==> config.mk <==
export PLATFORM = sky130hd
export DESIGN_NAME = fifo_realign_ctrl
export DESIGN_NICKNAME = d
export VERILOG_FILES = /design/src/rtl/fr_pkg.sv /design/src/rtl/fr_port_ctrl.sv /design/src/rtl/fr_frame_trig.sv /design/src/rtl/fr_event_irq.sv /design/src/rtl/fifo_realign_ctrl.sv
export SDC_FILE = /design/constraint.sdc
export NUM_CORES = 1
export LEC_CHECK = 0
export BUFFER_PORTS_ARGS = -buffer_cell sky130_fd_sc_hd__clkbuf_2
export CORE_MARGIN = 5
export CORE_UTILIZATION = 35
export DETAILED_ROUTE_END_ITERATION = 10
export GPL_TIMING_DRIVEN = 0
export HOLD_SLACK_MARGIN = 0.15
export PLACE_DENSITY = 0.59
export SETUP_SLACK_MARGIN = 0.02
export SYNTH_ARGS = -nofsm -noshare
export SYNTH_HDL_FRONTEND = slang
export SYNTH_SLANG_ARGS = --single-unit
==> constraint.sdc <==
create_clock -name clk -period 1.7 [get_ports clk]
set_clock_uncertainty 0.1 [all_clocks]
set_input_delay 0.255 -clock clk [delete_from_list [all_inputs] [get_ports clk]]
set_output_delay 0.255 -clock clk [all_outputs]
set_load 0.05 [all_outputs]
==> src/rtl/fr_pkg.sv <==
package fr_pkg;
  localparam int REG_W    = 8;
  localparam int OFF_W    = 3;
  localparam int REQ_BIT  = 3;
  localparam int ACK_BIT  = 4;
  localparam int WARN_BIT = 7;

  typedef enum logic {PH_IDLE = 1'b0, PH_WAIT = 1'b1} phase_e;

  // Build a port control/status word from its fields.
  function automatic logic [REG_W-1:0] pack_port(input logic [OFF_W-1:0] off,
                                                 input logic req,
                                                 input logic ack,
                                                 input logic warn);
    logic [REG_W-1:0] r;
    r = '0;
    r[OFF_W-1:0] = off;
    r[REQ_BIT]   = req;
    r[ACK_BIT]   = ack;
    r[WARN_BIT]  = warn;
    return r;
  endfunction

  // Interrupt combine: sticky event or any enabled warning.
  function automatic logic irq_of(input logic evt, input logic [7:0] warn,
                                  input logic [7:0] en);
    return evt | (|(warn & en));
  endfunction
endpackage

==> src/rtl/fr_port_ctrl.sv <==
module fr_port_ctrl
  import fr_pkg::*;
#(
  parameter int OW = 3
) (
  input  logic          clk,
  input  logic          rst_n,
  input  logic          trig,
  input  logic [OW-1:0] trig_off,
  input  logic          done,
  output logic          cmd,
  output logic [OW-1:0] cmd_off,
  output logic          busy,
  output logic          issue_evt,
  output logic          finish_evt
);
  phase_e        ph_q;
  logic          queued_q;
  logic [OW-1:0] queued_off_q;
  logic [OW-1:0] cmd_off_q;
  logic          cmd_q;
  logic          take_w;

  assign issue_evt  = (ph_q == PH_IDLE) && queued_q;
  assign finish_evt = (ph_q == PH_WAIT) && done;
  // One held slot; a slot being issued this cycle can take a new trigger.
  assign take_w     = trig && (!queued_q || issue_evt);

  always_ff @(posedge clk) begin
    if (!rst_n) begin
      ph_q         <= PH_IDLE;
      queued_q     <= 1'b0;
      queued_off_q <= '0;
      cmd_off_q    <= '0;
      cmd_q        <= 1'b0;
    end else begin
      cmd_q <= issue_evt;
      if (issue_evt) begin
        ph_q      <= PH_WAIT;
        cmd_off_q <= queued_off_q;
      end else if (finish_evt) begin
        ph_q <= PH_IDLE;
      end
      if (take_w) begin
        queued_q     <= 1'b1;
        queued_off_q <= trig_off;
      end else if (issue_evt) begin
        queued_q <= 1'b0;
      end
    end
  end

  assign cmd     = cmd_q;
  assign cmd_off = cmd_off_q;
  assign busy    = (ph_q == PH_WAIT);
endmodule

==> src/rtl/fr_frame_trig.sv <==
module fr_frame_trig #(
  parameter int NP = 2
) (
  input  logic          clk,
  input  logic          rst_n,
  input  logic [NP-1:0] frame_in,
  input  logic          frame_en,
  input  logic          single_clk,
  output logic [NP-1:0] rise
);
  logic [NP-1:0] frame_q;

  always_ff @(posedge clk) begin
    if (!rst_n) frame_q <= '0;
    else        frame_q <= frame_in;
  end

  for (genvar p = 0; p < NP; p++) begin : g_src
    logic cur_w, prev_w;
    if (p == 0) begin : g_a
      assign cur_w  = frame_in[0];
      assign prev_w = frame_q[0];
    end else begin : g_other
      assign cur_w  = single_clk ? frame_in[0] : frame_in[p];
      assign prev_w = single_clk ? frame_q[0]  : frame_q[p];
    end
    assign rise[p] = frame_en && cur_w && !prev_w;
  end
endmodule

==> src/rtl/fr_event_irq.sv <==
module fr_event_irq
  import fr_pkg::*;
#(
  parameter int NP = 2
) (
  input  logic          clk,
  input  logic          rst_n,
  input  logic [NP-1:0] set_vec,
  input  logic          clr,
  input  logic [NP-1:0] warn,
  input  logic [NP-1:0] warn_en,
  output logic          evt,
  output logic          irq
);
  logic evt_q;

  always_ff @(posedge clk) begin
    if (!rst_n)        evt_q <= 1'b0;
    else if (|set_vec) evt_q <= 1'b1;
    else if (clr)      evt_q <= 1'b0;
  end

  assign evt = evt_q;
  assign irq = irq_of(evt_q, 8'(warn), 8'(warn_en));
endmodule

==> src/rtl/fifo_realign_ctrl.sv <==
module fifo_realign_ctrl
  import fr_pkg::*;
#(
  parameter int NUM_PORTS = 2,
  localparam int ADDR_W   = $clog2(NUM_PORTS + 2),
  localparam int OW       = fr_pkg::OFF_W
) (
  input  logic                   clk,
  input  logic                   rst_n,
  input  logic                   reg_wr,
  input  logic [ADDR_W-1:0]      reg_addr,
  input  logic [REG_W-1:0]       reg_wdata,
  output logic [REG_W-1:0]       reg_rdata,
  input  logic [NUM_PORTS-1:0]   frame_in,
  input  logic [NUM_PORTS-1:0]   fifo_warn,
  input  logic [NUM_PORTS-1:0]   fifo_realigned,
  output logic [NUM_PORTS-1:0]   realign_cmd,
  output logic [NUM_PORTS*OW-1:0] realign_offset,
  output logic                   aligned_event,
  output logic                   irq
);
  localparam int EVT_ADDR  = NUM_PORTS;
  localparam int MODE_ADDR = NUM_PORTS + 1;

  logic [NUM_PORTS-1:0] req_q;
  logic [OW-1:0]        off_q [NUM_PORTS];
  logic [NUM_PORTS-1:0] warn_en_q;
  logic                 frame_en_q;
  logic                 single_q;

  // Named internal events
  logic [NUM_PORTS-1:0] port_wr_w;
  logic [NUM_PORTS-1:0] sw_trig_w;
  logic [NUM_PORTS-1:0] frame_rise_w;
  logic [NUM_PORTS-1:0] issue_evt_w;
  logic [NUM_PORTS-1:0] finish_evt_w;
  logic [NUM_PORTS-1:0] busy_w;
  logic                 mode_wr_w;
  logic                 evt_clr_w;
  logic                 unused_hi_bits;

  assign mode_wr_w = reg_wr && (reg_addr == ADDR_W'(MODE_ADDR));
  assign evt_clr_w = reg_wr && (reg_addr == ADDR_W'(EVT_ADDR)) && reg_wdata[0];
  assign unused_hi_bits = ^reg_wdata[REG_W-1:NUM_PORTS+2];

  fr_frame_trig #(.NP(NUM_PORTS)) frame_i (
    .clk        (clk),
    .rst_n      (rst_n),
    .frame_in   (frame_in),
    .frame_en   (frame_en_q),
    .single_clk (single_q),
    .rise       (frame_rise_w)
  );

  for (genvar p = 0; p < NUM_PORTS; p++) begin : g_port
    logic [OW-1:0] trig_off_w;
    logic [OW-1:0] cmd_off_w;

    assign port_wr_w[p] = reg_wr && (reg_addr == ADDR_W'(p));
    assign sw_trig_w[p] = port_wr_w[p] && reg_wdata[REQ_BIT] && !req_q[p];
    assign trig_off_w   = sw_trig_w[p] ? reg_wdata[OW-1:0] : off_q[p];

    fr_port_ctrl #(.OW(OW)) ctrl_i (
      .clk        (clk),
      .rst_n      (rst_n),
      .trig       (sw_trig_w[p] | frame_rise_w[p]),
      .trig_off   (trig_off_w),
      .done       (fifo_realigned[p]),
      .cmd        (realign_cmd[p]),
      .cmd_off    (cmd_off_w),
      .busy       (busy_w[p]),
      .issue_evt  (issue_evt_w[p]),
      .finish_evt (finish_evt_w[p])
    );

    assign realign_offset[p*OW +: OW] = cmd_off_w;
  end

  always_ff @(posedge clk) begin
    if (!rst_n) begin
      req_q      <= '0;
      warn_en_q  <= '0;
      frame_en_q <= 1'b0;
      single_q   <= 1'b0;
      for (int p = 0; p < NUM_PORTS; p++) off_q[p] <= '0;
    end else begin
      for (int p = 0; p < NUM_PORTS; p++) begin
        if (port_wr_w[p]) begin
          req_q[p] <= reg_wdata[REQ_BIT];
          off_q[p] <= reg_wdata[OW-1:0];
        end
      end
      if (mode_wr_w) begin
        warn_en_q  <= reg_wdata[NUM_PORTS-1:0];
        frame_en_q <= reg_wdata[NUM_PORTS];
        single_q   <= reg_wdata[NUM_PORTS+1];
      end
    end
  end

  fr_event_irq #(.NP(NUM_PORTS)) evt_i (
    .clk     (clk),
    .rst_n   (rst_n),
    .set_vec (finish_evt_w),
    .clr     (evt_clr_w),
    .warn    (fifo_warn),
    .warn_en (warn_en_q),
    .evt     (aligned_event),
    .irq     (irq)
  );

  always_comb begin
    reg_rdata = '0;
    for (int p = 0; p < NUM_PORTS; p++) begin
      if (reg_addr == ADDR_W'(p))
        reg_rdata = pack_port(off_q[p], req_q[p], busy_w[p], fifo_warn[p]);
    end
    if (reg_addr == ADDR_W'(EVT_ADDR)) begin
      reg_rdata[0] = aligned_event;
    end
    if (reg_addr == ADDR_W'(MODE_ADDR)) begin
      reg_rdata[NUM_PORTS-1:0] = warn_en_q;
      reg_rdata[NUM_PORTS]     = frame_en_q;
      reg_rdata[NUM_PORTS+1]   = single_q;
    end
  end
endmodule

### Word-level counts from Yosys, hierarchy flattened

Memory sizes are Yosys's and may differ from the RTL's.
Cells that the tools add are included.

* register bits after elaboration: 27
* output and inout port bits: 18
* memory bits (writable): 6
* memories: 1

Memory list
* off_q: depth 2, bits a word 3, read ports 2, clocked after Yosys merged registers in 0, write ports 2, line fifo_realign_ctrl.sv:26 `logic [OW-1:0] off_q [NUM_PORTS];`

* mux-type cells: 27
* bitwise gates (word level): 8
* equal/unequal tests: 3
* reduce and logical (&&, ||, !) cells: 35

Operator list (count)
* 1-bit two-way mux: 20
* 1-bit logical AND: 19
* 8-bit two-way mux: 2
* 3-bit two-way mux: 4
* 2-bit nonzero test: 5
* 8-bit OR reduction: 1
* 1-bit logical NOT: 6
* 1-bit bitwise OR: 5
* 2-bit == test (second input constant): 2
* 4-bit two-way mux: 1
* 2-bit bitwise AND: 1
* 2-bit by 1-bit == test with 1-bit output (second input constant): 1
* 2-bit logical NOT: 1
* 1-bit logical OR: 2
* 1-bit NOT: 2
* 2-bit OR reduction: 1

### Longest topological paths before layout

Gate-level depths: netlist of the first run.

* word-level depth: 7
* mapped depth: 5

### By module

Synthesis of the first run repeated with hierarchy kept, for this count alone.

* cells, all modules: 143
* area total of the unflattened synthesis: 1522.7 um^2

Modules (own cells, without submodules)
* fifo_realign_ctrl: instances 1, area each 714.4 um^2, sequential area each 300.3 um^2, cells each 63
* fr_port_ctrl: instances 2, area each 339.1 um^2, sequential area each 180.2 um^2, cells each 34
* fr_frame_trig: instances 1, area each 85.1 um^2, sequential area each 40.0 um^2, cells each 8
* fr_event_irq: instances 1, area each 45.0 um^2, sequential area each 20.0 um^2, cells each 4

### Least setup slack after synthesis of the first run

Ideal clock, no wire load.

* path type: in2out
* start: in reg_addr[1]
* end: out reg_rdata[1]
* data required time: 1.345 ns
* cell stages on the path: 3
* arrival time: 1.250 ns
* buffers on the path: 1
* slack: 0.095 ns
* path through: buf_1 mux2_2 a22o_1

* word-level cells in the longest chain between the ends: 4
* elaborated cells on any way between the ends: 6
* classes of those cells: eq/ne (2); mux (3); reduce/logical (1)

Ends and longest elaborated chain
* from (decl): line fifo_realign_ctrl.sv:11 `input logic [ADDR_W-1:0] reg_addr,`
* 2-bit logical NOT: line fifo_realign_ctrl.sv:115 `if (reg_addr == ADDR_W'(p))`
* 8-bit two-way mux (2 in a row): line fifo_realign_ctrl.sv:115
* 4-bit two-way mux (*): line fifo_realign_ctrl.sv:121 `if (reg_addr == ADDR_W'(MODE_ADDR)) begin`
* to (decl): line fifo_realign_ctrl.sv:13 `output logic [REG_W-1:0] reg_rdata,`

Mark *: on every way between the ends. The rest lies on a longest branch, timed or not.

==> results of run 1 <==
synthesized netlist by cell type (2+ instances only):
library cell and count:
sky130_fd_sc_hd__dfxtp_1 27, sky130_fd_sc_hd__nor2_1 22, sky130_fd_sc_hd__mux2i_1 17, sky130_fd_sc_hd__and2_1 7, sky130_fd_sc_hd__nand2_1 7, sky130_fd_sc_hd__edfxtp_1 6, sky130_fd_sc_hd__a21oi_1 5, sky130_fd_sc_hd__buf_4 5
sky130_fd_sc_hd__nand2b_1 4, sky130_fd_sc_hd__a2111o_1 3, sky130_fd_sc_hd__a211oi_1 3, sky130_fd_sc_hd__a21boi_0 3, sky130_fd_sc_hd__a22o_1 3, sky130_fd_sc_hd__clkbuf_1 3, sky130_fd_sc_hd__inv_1 3, sky130_fd_sc_hd__mux2_2 3
sky130_fd_sc_hd__o211a_1 3, sky130_fd_sc_hd__nand4b_1 2, sky130_fd_sc_hd__o21ai_0 2
power breakdown:
part	leakage [µW]	switching [µW]	internal [µW]
sequential	0.000278	21.3	828
combinational	0.000544	147	98.1
clock	0.0000450	287	283
total	0.000868	455	1210
worst paths after layout:
path              cells past startpoint                               end                         from  slack [ns]
hold reg to reg                       2       g_port[1].ctrl_i.cmd_off[2]  g_port[1].ctrl_i.cmd_off[2]        0.41
hold / removal                        3                         evt_i.evt            fifo_realigned[0]        0.16
setup reg to reg                      4  g_port[1].ctrl_i.queued_off_q[2]                   frame_en_q        0.10
setup / recovery                      2                      reg_rdata[0]                  off_q[0][0]       -0.03
worst min-delay path, cell delays in order:
cell and delay, ns:
sky130_fd_sc_hd__clkbuf_2 0.08, sky130_fd_sc_hd__nand2_1 0.08, sky130_fd_sc_hd__a31oi_1 0.08
per-stage QoR:
stage                     setup TNS, ns  power, µW  instance area (µm²)  hold slack, ns  utilization (%)
after global placement           -0.778       1080                 1680           0.374             41.7
final                           -0.0337       1660                 1850           0.161             45.8
after floorplan                       0       1020                 1470           0.282                -
after CTS                       -0.0516       1670                 1830           0.151             45.4
after global routing            -0.0990       1730                 1850           0.195             45.8
after detailed placement         -0.925       1080                 1680           0.380             41.7
cells in the final DEF (no fill, tap or decap), types with 5 or more instances in the layout:
cell                       count
sky130_fd_sc_hd__dfxtp_1      27
sky130_fd_sc_hd__clkbuf_2     25
sky130_fd_sc_hd__nor2_1       22
sky130_fd_sc_hd__mux2i_1      17
sky130_fd_sc_hd__buf_4         7
sky130_fd_sc_hd__nand2_1       7
sky130_fd_sc_hd__and2_1        7
sky130_fd_sc_hd__edfxtp_1      6
sky130_fd_sc_hd__a21oi_1       5
sky130_fd_sc_hd__clkbuf_8      5
metal layers:
layer  GRT usage, %  part of all wire (%)  up-vias
li1               -                     -      580
met1           15.1                    42      585
met2           24.4                    52       22
met3           5.07                   4.9        5
met4           4.94                   1.5        0
met5              0                     0        -
cell families (layout without fill, tap and decap cells):
| family | count (synthesis) | count (layout) |
|---|---|---|
| flops | 33 | 33 |
| other cells | 1 | 2 |
| buf+inv | 12 | 53 |
| simple gates | 48 | 48 |
| mux | 21 | 21 |
| compound gates | 26 | 26 |
final cells by class:
type / instances / share of cell area, %
Timing Repair Buffer: 34 / 11.9
Clock buffer: 6 / 3.93
Buffer: 8 / 2.64
Tap cell: 50 / 3.39
Inverter: 3 / 0.610
Sequential cell: 33 / 39.0
Clock inverter: 2 / 0.542
Multi-Input combinational cell: 97 / 37.9
repair_timing:
item / in CTS / in global routing
gates cloned: 0 / 0
setup buffers: 1 / 1
hold endpoints to repair: 4 / 0
pin swaps: 0 / 3
hold buffers: 3 / 0
endpoints found under the setup margin: 4 / 7
gates resized for setup: 8 / 5
==> impl_metrics.ini, run 1 <==
[placement]
placed_cells_incl_taps = 221
buffer_ports.inserted = 29
finalWeightedCongestion = 0.786
detailed_place_hpwl_mm = 2.68
placement.setup.worst_slack_ns = -0.218

[route]
detail_route.iter0.violations = 31
routed-via-count = 1192
detail_route.drc_violations = 0
routedWlPerCell_um = 14.8
first_pass_iters = 4
route.final.wire_length_mm = 3.45
final_antenna_net_count = 0
drt-vias-per-instance = 5.12

[grt]
first_global_vias = 1246
grt_antenna_before_repair = 0
grt_max_degree = 13
global_route.usage.total_pct = 13.8
grt_remaining_overflow = 0
first_pass_grt_wire_length_mm = 5.73

[sta]
tightestPinTransition_ns = 0.558
slew_headroom_pct = 62.8
fmax_ghz = 0.577
finalMaxSlewViolations = 0
number_of_hold_violations_in_the_final_report = 0
report.final.setup_viol = 1
rsz0062_at_grt = yes
period_minus_slack_ns = 1.73
min_period_over_period_pct = 102
finalWorstSetupSlack_ns = -0.0337

[clock_tree]
cts_tree = built
clock-root-buffer = sky130_fd_sc_hd__clkbuf_8
clkSlewWorstSetupHoldPaths_ns = 0.07
cts.htree.levels = 2
cts_buffer_count = 5
cts.sink_count = 33
worstSkewPairLatency_ns = 0.29
clock_path_buffers = 2

[floorplanning]
start_util_pct = 36.5
core_region_area_um2 = 4030
fp-row-count = 23
design.portCount = 37
die_x_um = 74.8
dieArea_um2 = 5590
die_h_um = 74.8

[synthesis]
synthSimpleGateAreaFrac_pct = 16.6
post_synth_num_cell_types = 32
synth-compound-area-share_pct = 14.3
synth_area_leader_cell = sky130_fd_sc_hd__dfxtp_1
main_combinational_cell_family_by_area_after_synthesis = simple AND/OR/NAND/NOR gates
synth.yosys.seq_area_share_pct = 49.1
post_synth_mux_area_share_pct = 15.4
syn-mean-instance-area_um2 = 10.4
yosys_most_used_dff = sky130_fd_sc_hd__dfxtp_1
synth_xor_area_share_pct = 0
ys_seq_elements = 33
synth_async_sr_flop_share_pct = 0
yosysWarnings = 0
synth_top_cell_area_share_pct = 36.8
netlist_area_um2 = 1470
ys_top_cells_by_area = sky130_fd_sc_hd__dfxtp_1 37%, sky130_fd_sc_hd__edfxtp_1 12%, sky130_fd_sc_hd__mux2i_1 12%
syn_inst = 141
post_synth_fa_ha_maj_area_fraction_pct = 0
synth-edff-count = 6

[setup_path]
timing.setup.critical_path_class = reg -> out
number_of_buffer_and_inverter_instances_along_the_worst_setup_path = 1
path_max_fanout = 2
worst_path_max_delay_cell = sky130_fd_sc_hd__mux4_2
slowest_delay_ns = 0.50
path_delay_family = multiplexers
cp.required_ns = 1.34
start_kind = flop
worst_path_cell_trace = mux4_2 -> buf_8
arrival_time_at_the_worst_endpoint_ns = 1.38
critical_path.endpoint_type = primary output

[layout]
layout.nets = 201
syn2layout_area_growth_pct = 25.7
number_of_fillers_in_the_final_layout = 411
drive_gt1_share_pct = 27.9
non_filler_cells_final = 233
number_of_antenna_cells_inserted = 0
sequential_cell_area_um2 = 721
combined_area_of_the_multi_input_logic_cells_um2 = 701

[power_and_ir_drop]
power-per-cell-area_nw_per_um2 = 902
largest_voltage_drop_on_the_vdd_net_uv = 553
power.leakage_uw = 0.000868

[job]
maximum_capacitance_violations = 0

[min_path]
hp-class = in -> reg

[outcome]
run_status = finished with violations
failed_checks = negative setup slack
No activity file was read; power rests on OpenSTA's default activity.
==> run 2: changes to the inputs <==
--- a/config.mk
+++ b/config.mk
@@ -5,13 +5,13 @@
 export SDC_FILE = /design/constraint.sdc
 export NUM_CORES = 1
 export LEC_CHECK = 0
-export BUFFER_PORTS_ARGS = -buffer_cell sky130_fd_sc_hd__clkbuf_2
+export BUFFER_PORTS_ARGS = -buffer_cell sky130_fd_sc_hd__buf_2
 export CORE_MARGIN = 5
-export CORE_UTILIZATION = 35
+export CORE_UTILIZATION = 50
 export DETAILED_ROUTE_END_ITERATION = 10
 export GPL_TIMING_DRIVEN = 0
 export HOLD_SLACK_MARGIN = 0.15
-export PLACE_DENSITY = 0.59
+export PLACE_DENSITY = 0.79
 export SETUP_SLACK_MARGIN = 0.02
 export SYNTH_ARGS = -nofsm -noshare
 export SYNTH_HDL_FRONTEND = slang
==> run 2 against run 1 <==
Net effect:
- the flow still finishes with violations (negative setup slack)
- die area decreased by 26%
- setup slack got worse by 0.051 ns
- critical path depth unchanged
- sequential power is essentially flat
- via count up 0.67%
- total power up 9.8%
- global-route usage grew 3.5 points
- maximum frequency is 2.9% lower
- non-clock buffer count increased by 4
- combinational power barely moved
- critical path type unchanged
- cell area is 2.5% higher
- highest routed layer unchanged
==> impl_metrics.ini, run 2 (same netlist as run 1, synthesis figures left out) <==
[clock_tree]
clock_path_buffers = 2
worstSkewPairLatency_ns = 0.34
cts_buffer_count = 5
clock-root-buffer = sky130_fd_sc_hd__clkbuf_4
cts_tree = built
cts.sink_count = 33
cts.htree.levels = 2
clkSlewWorstSetupHoldPaths_ns = 0.11

[route]
detail_route.iter0.violations = 25
routed-via-count = 1200
detail_route.drc_violations = 0
first_pass_iters = 4
routedWlPerCell_um = 15.2
drt-vias-per-instance = 5.50
final_antenna_net_count = 0
route.final.wire_length_mm = 3.31

[setup_path]
path_delay_family = multiplexers
worst_path_max_delay_cell = sky130_fd_sc_hd__mux4_2
timing.setup.critical_path_class = reg -> out
critical_path.endpoint_type = primary output
start_kind = flop
number_of_buffer_and_inverter_instances_along_the_worst_setup_path = 1
worst_path_cell_trace = mux4_2 -> buf_6
cp.required_ns = 1.34
slowest_delay_ns = 0.49
path_max_fanout = 2
arrival_time_at_the_worst_endpoint_ns = 1.43

[power_and_ir_drop]
largest_voltage_drop_on_the_vdd_net_uv = 817
power.leakage_uw = 0.000897
power-per-cell-area_nw_per_um2 = 966

[floorplanning]
fp-row-count = 19
die_x_um = 64.2
core_region_area_um2 = 2780
start_util_pct = 52.8
dieArea_um2 = 4120
die_h_um = 64.2
design.portCount = 37

[layout]
syn2layout_area_growth_pct = 28.9
number_of_fillers_in_the_final_layout = 204
layout.cells.most_common = sky130_fd_sc_hd__buf_2
drive_gt1_share_pct = 31.6
finalInstanceArea_um2 = 1890
layout.nets = 205
number_of_antenna_cells_inserted = 0
layout.cells.most_common_list = 24 x sky130_fd_sc_hd__buf_2, 22 x sky130_fd_sc_hd__nor2_1, 22 x sky130_fd_sc_hd__dfxtp_1, 17 x sky130_fd_sc_hd__mux2i_1, 8 x sky130_fd_sc_hd__dlygate4sd3_1
non_filler_cells_final = 218

[placement]
placed_cells_incl_taps = 202
placement.setup.worst_slack_ns = -0.173
finalWeightedCongestion = 0.897
buffer_ports.inserted = 29
detailed_place_hpwl_mm = 2.38
place_area_um2 = 1660

[sta]
slew_headroom_pct = 63.2
rsz0062_at_grt = yes
tightestPinTransition_ns = 0.551
finalWorstSetupSlack_ns = -0.0849
fmax_ghz = 0.560
report.final.setup_viol = 3
period_minus_slack_ns = 1.78
number_of_hold_violations_in_the_final_report = 0
tns_ns = -0.132
min_period_over_period_pct = 105
finalMaxSlewViolations = 0
hold_slack_ns = 0.221

[outcome]
failed_checks = negative setup slack
run_status = finished with violations

[grt]
first_pass_grt_wire_length_mm = 5.61
first_global_vias = 1232
global_route.usage.total_pct = 17.3
grt_remaining_overflow = 0
grt_antenna_before_repair = 0
grt_max_degree = 13

[job]
maximum_capacitance_violations = 0

[min_path]
hp-class = in -> reg
-- run 2: final timing paths --
check / from / endpoint / slack (ns) / cells past startpoint
max: off_q[0][0] / reg_rdata[0] / -0.08 / 2
min: reg_addr[0] / req_q[0] / 0.22 / 4
max reg2reg: single_q / g_port[1].ctrl_i.queued_off_q[2] / 0.08 / 4
min reg2reg: g_port[1].ctrl_i.cmd_off[2] / g_port[1].ctrl_i.cmd_off[2] / 0.40 / 2
-- run 2: timing repair --
item	in CTS	in global routing
endpoints found under the setup margin	4	8
pin swaps	0	4
buffers inserted	0	1
resized for setup	8	10
endpoints found under the hold margin	11	0
hold buffers	8	0
-- run 2: worst min-delay path, delay by kind of cell --
kind          cells  cell delay, ns
simple gates      2            0.15
mux               1            0.13
buf+inv           1            0.09
-- run 2: area by class of cell --
cell class	instances	area, µm²	area share [%]
plain buffers	8	48.8	2.58
clock buffers	5	37.5	1.98
flip-flops and latches	33	727	38.4
well taps	31	38.8	2.05
multi-input cells	97	704	37.2
repair buffers	38	260	13.7
inverters	3	11.3	0.595
clock inverters	3	65.1	3.44
-- run 2: layer usage --
layer / wire length, µm / vias to the layer above / track usage, %
li1: - / 596 / -
met1: 1420 / 559 / 20.0
met2: 1610 / 37 / 28.3
met3: 220 / 8 / 6.48
met4: 61 / 0 / 7.89
met5: 0 / - / 0
-- run 2: report_power, final --
| part | internal (µW) | switching (µW) | leakage, µW |
|---|---|---|---|
| Sequential | 828 | 19.7 | 0.000281 |
| Combinational | 99.6 | 147 | 0.000561 |
| Clock | 455 | 279 | 0.0000552 |
-- run 2: metrics by stage --
stage,power (µW),util [%]
floorplan,1020,-
global placement,1070,59.6
detailed placement,1080,59.6
CTS,1830,66.9
global route,1910,68.1
finish,1830,68.1
==> run 3: changes to the inputs <==
--- a/config.mk
+++ b/config.mk
@@ -6,12 +6,14 @@
 export NUM_CORES = 1
 export LEC_CHECK = 0
 export BUFFER_PORTS_ARGS = -buffer_cell sky130_fd_sc_hd__buf_2
+export CELL_PAD_IN_SITES_DETAIL_PLACEMENT = 1
+export CELL_PAD_IN_SITES_GLOBAL_PLACEMENT = 1
 export CORE_MARGIN = 5
-export CORE_UTILIZATION = 50
+export CORE_UTILIZATION = 39
 export DETAILED_ROUTE_END_ITERATION = 10
 export GPL_TIMING_DRIVEN = 0
 export HOLD_SLACK_MARGIN = 0.15
-export PLACE_DENSITY = 0.79
+export PLACE_DENSITY = 0.8
 export SETUP_SLACK_MARGIN = 0.02
 export SYNTH_ARGS = -nofsm -noshare
 export SYNTH_HDL_FRONTEND = slang
==> run 3 against run 2 <==
Net effect:
- the run still ends with negative setup slack left
- register-to-register slack better by 0.03 ns
- total power fell by 8.4%
- sequential power hardly changed
- combinational power shrank 3%
- critical path type unchanged
==> impl_metrics.ini, run 3 (same netlist as run 1, synthesis figures left out) <==
[job]
maximum_capacitance_violations = 0

[floorplanning]
fp-row-count = 22
die_x_um = 71.4
dieArea_um2 = 5090
start_util_pct = 40.1
design.portCount = 37
die_h_um = 71.4
core_region_area_um2 = 3660

[power_and_ir_drop]
power-per-cell-area_nw_per_um2 = 920
largest_voltage_drop_on_the_vdd_net_uv = 522
net-switching-power_uw = 434
p_int_uw = 1240
power_frac_seq_pct = 50.7
switching_share_pct = 25.9
p_comb_share_pct = 14.3
power.leakage_uw = 0.000862
p_clk_share_pct = 35.0

[setup_path]
cp.required_ns = 1.34
critical_path.endpoint_type = primary output
number_of_buffer_and_inverter_instances_along_the_worst_setup_path = 1
worst_path_max_delay_cell = sky130_fd_sc_hd__mux4_2
worst_path_cell_trace = mux4_2 -> buf_6
timing.setup.critical_path_class = reg -> out
start_kind = flop
path_delay_family = multiplexers
path_max_fanout = 2
arrival_time_at_the_worst_endpoint_ns = 1.36
slowest_delay_ns = 0.49

[route]
detail_route.drc_violations = 0
final_antenna_net_count = 0
route.final.wire_length_mm = 3.67
routed-via-count = 1191
routedWlPerCell_um = 16.0
first_pass_iters = 4
drt-vias-per-instance = 5.20
detail_route.iter0.violations = 38

[grt]
first_pass_grt_wire_length_mm = 6.00
grt_max_degree = 13
grt-busiest-layer = met2
grt_antenna_before_repair = 0
global_route.usage.total_pct = 15.0
gr-usage-met2_pct = 26.5
first_global_vias = 1278
groute.layer.met3.usage_pct = 4.77
grt_remaining_overflow = 0
groute.layer.met1.usage_pct = 17.6

[sta]
period_minus_slack_ns = 1.71
fmax_ghz = 0.583
hold_slack_ns = 0.156
number_of_hold_violations_in_the_final_report = 0
finalWorstSetupSlack_ns = -0.0141
tightestPinTransition_ns = 0.553
rsz0062_at_grt = yes
slew_headroom_pct = 63.2
min_period_over_period_pct = 101
report.final.setup_viol = 1
finalMaxSlewViolations = 0

[clock_tree]
clkSlewWorstSetupHoldPaths_ns = 0.06
cts_buffer_count = 5
cts.sink_count = 33
cts_tree = built
cts.htree.levels = 2
worstSkewPairLatency_ns = 0.28
clock_path_buffers = 2
clock-root-buffer = sky130_fd_sc_hd__clkbuf_8

[placement]
buffer_ports.inserted = 29
finalWeightedCongestion = 0.795
placement.setup.worst_slack_ns = -0.205
detailed_place_hpwl_mm = 2.78

[min_path]
hp-class = in -> reg

[layout]
layout.cells.most_common_list = 26 x sky130_fd_sc_hd__dfxtp_1, 25 x sky130_fd_sc_hd__buf_2, 22 x sky130_fd_sc_hd__nor2_1, 17 x sky130_fd_sc_hd__mux2i_1, 8 x sky130_fd_sc_hd__buf_4
syn2layout_area_growth_pct = 24.0
number_of_antenna_cells_inserted = 0
drive_gt1_share_pct = 27.6
layout.nets = 200
layout.cells.most_common = sky130_fd_sc_hd__dfxtp_1

[outcome]
run_status = finished with violations
failed_checks = negative setup slack
run 3: metal layers:
metal,part of all wire [%],vias to the layer above
li1,-,580
met1,44,584
met2,51,25
met3,4.1,2
met4,0.52,0
met5,0,-
run 3: what timing repair did:
item / CTS / global route
hold endpoints to repair: 2 / 0
resized for setup: 4 / 6
setup buffers: 0 / 2
endpoints found under the setup margin: 4 / 5
hold buffers: 2 / 0
cloned: 0 / 0
run 3: power by group through the flow:
| stage | Combinational [µW] | Clock [µW] | Sequential [µW] |
|---|---|---|---|
| 2_1_floorplan | 153 | 0 | 863 |
| 3_3_place_gp | 214 | 0 | 864 |
| 3_5_place_dp | 221 | 0 | 865 |
| 4_1_cts | 230 | 600 | 848 |
| 5_1_grt | 260 | 640 | 853 |
| 6_report | 240 | 586 | 849 |
run 3: per-stage QoR:
stage / std cells / util, % / power, µW / setup TNS, ns / instance area (µm²)
4_1_cts: 227 / 48.9 / 1680 / -0.0204 / 1790
3_3_place_gp: 219 / 45.8 / 1080 / -0.626 / 1680
6_report: 229 / 49.8 / 1680 / -0.0141 / 1820
2_1_floorplan: 142 / - / 1020 / 0 / 1470
3_5_place_dp: 219 / 45.8 / 1090 / -0.910 / 1680
5_1_grt: 229 / 49.8 / 1750 / -0.0667 / 1820
run 3: layout make-up:
| class | instances | area [µm²] |
|---|---|---|
| well taps | 48 | 60.1 |
| plain buffers | 8 | 48.8 |
| clock buffers | 7 | 86.3 |
| inverters | 3 | 11.3 |
| fillers | 429 | 1840 |
| flip-flops and latches | 33 | 722 |
| multi-input cells | 97 | 692 |
| repair buffers | 33 | 201 |
run 3: path summary, 6_finish.rpt:
kind,from,end,depth (start not counted),slack [ns]
hold / removal,fifo_realigned[0],g_port[0].ctrl_i.busy,4,0.16
hold reg to reg,g_port[1].ctrl_i.cmd_off[0],g_port[1].ctrl_i.cmd_off[0],2,0.40
setup / recovery,off_q[0][0],reg_rdata[0],2,-0.01
setup reg to reg,single_q,g_port[1].ctrl_i.queued_off_q[2],4,0.11
run 3: worst register-to-register path: stages (launching register included):
cell	delay, ns
sky130_fd_sc_hd__dfxtp_1	0.34
sky130_fd_sc_hd__or4bb_1	0.49
sky130_fd_sc_hd__o211ai_1	0.21
sky130_fd_sc_hd__and2_1	0.23
sky130_fd_sc_hd__a211oi_1	0.07
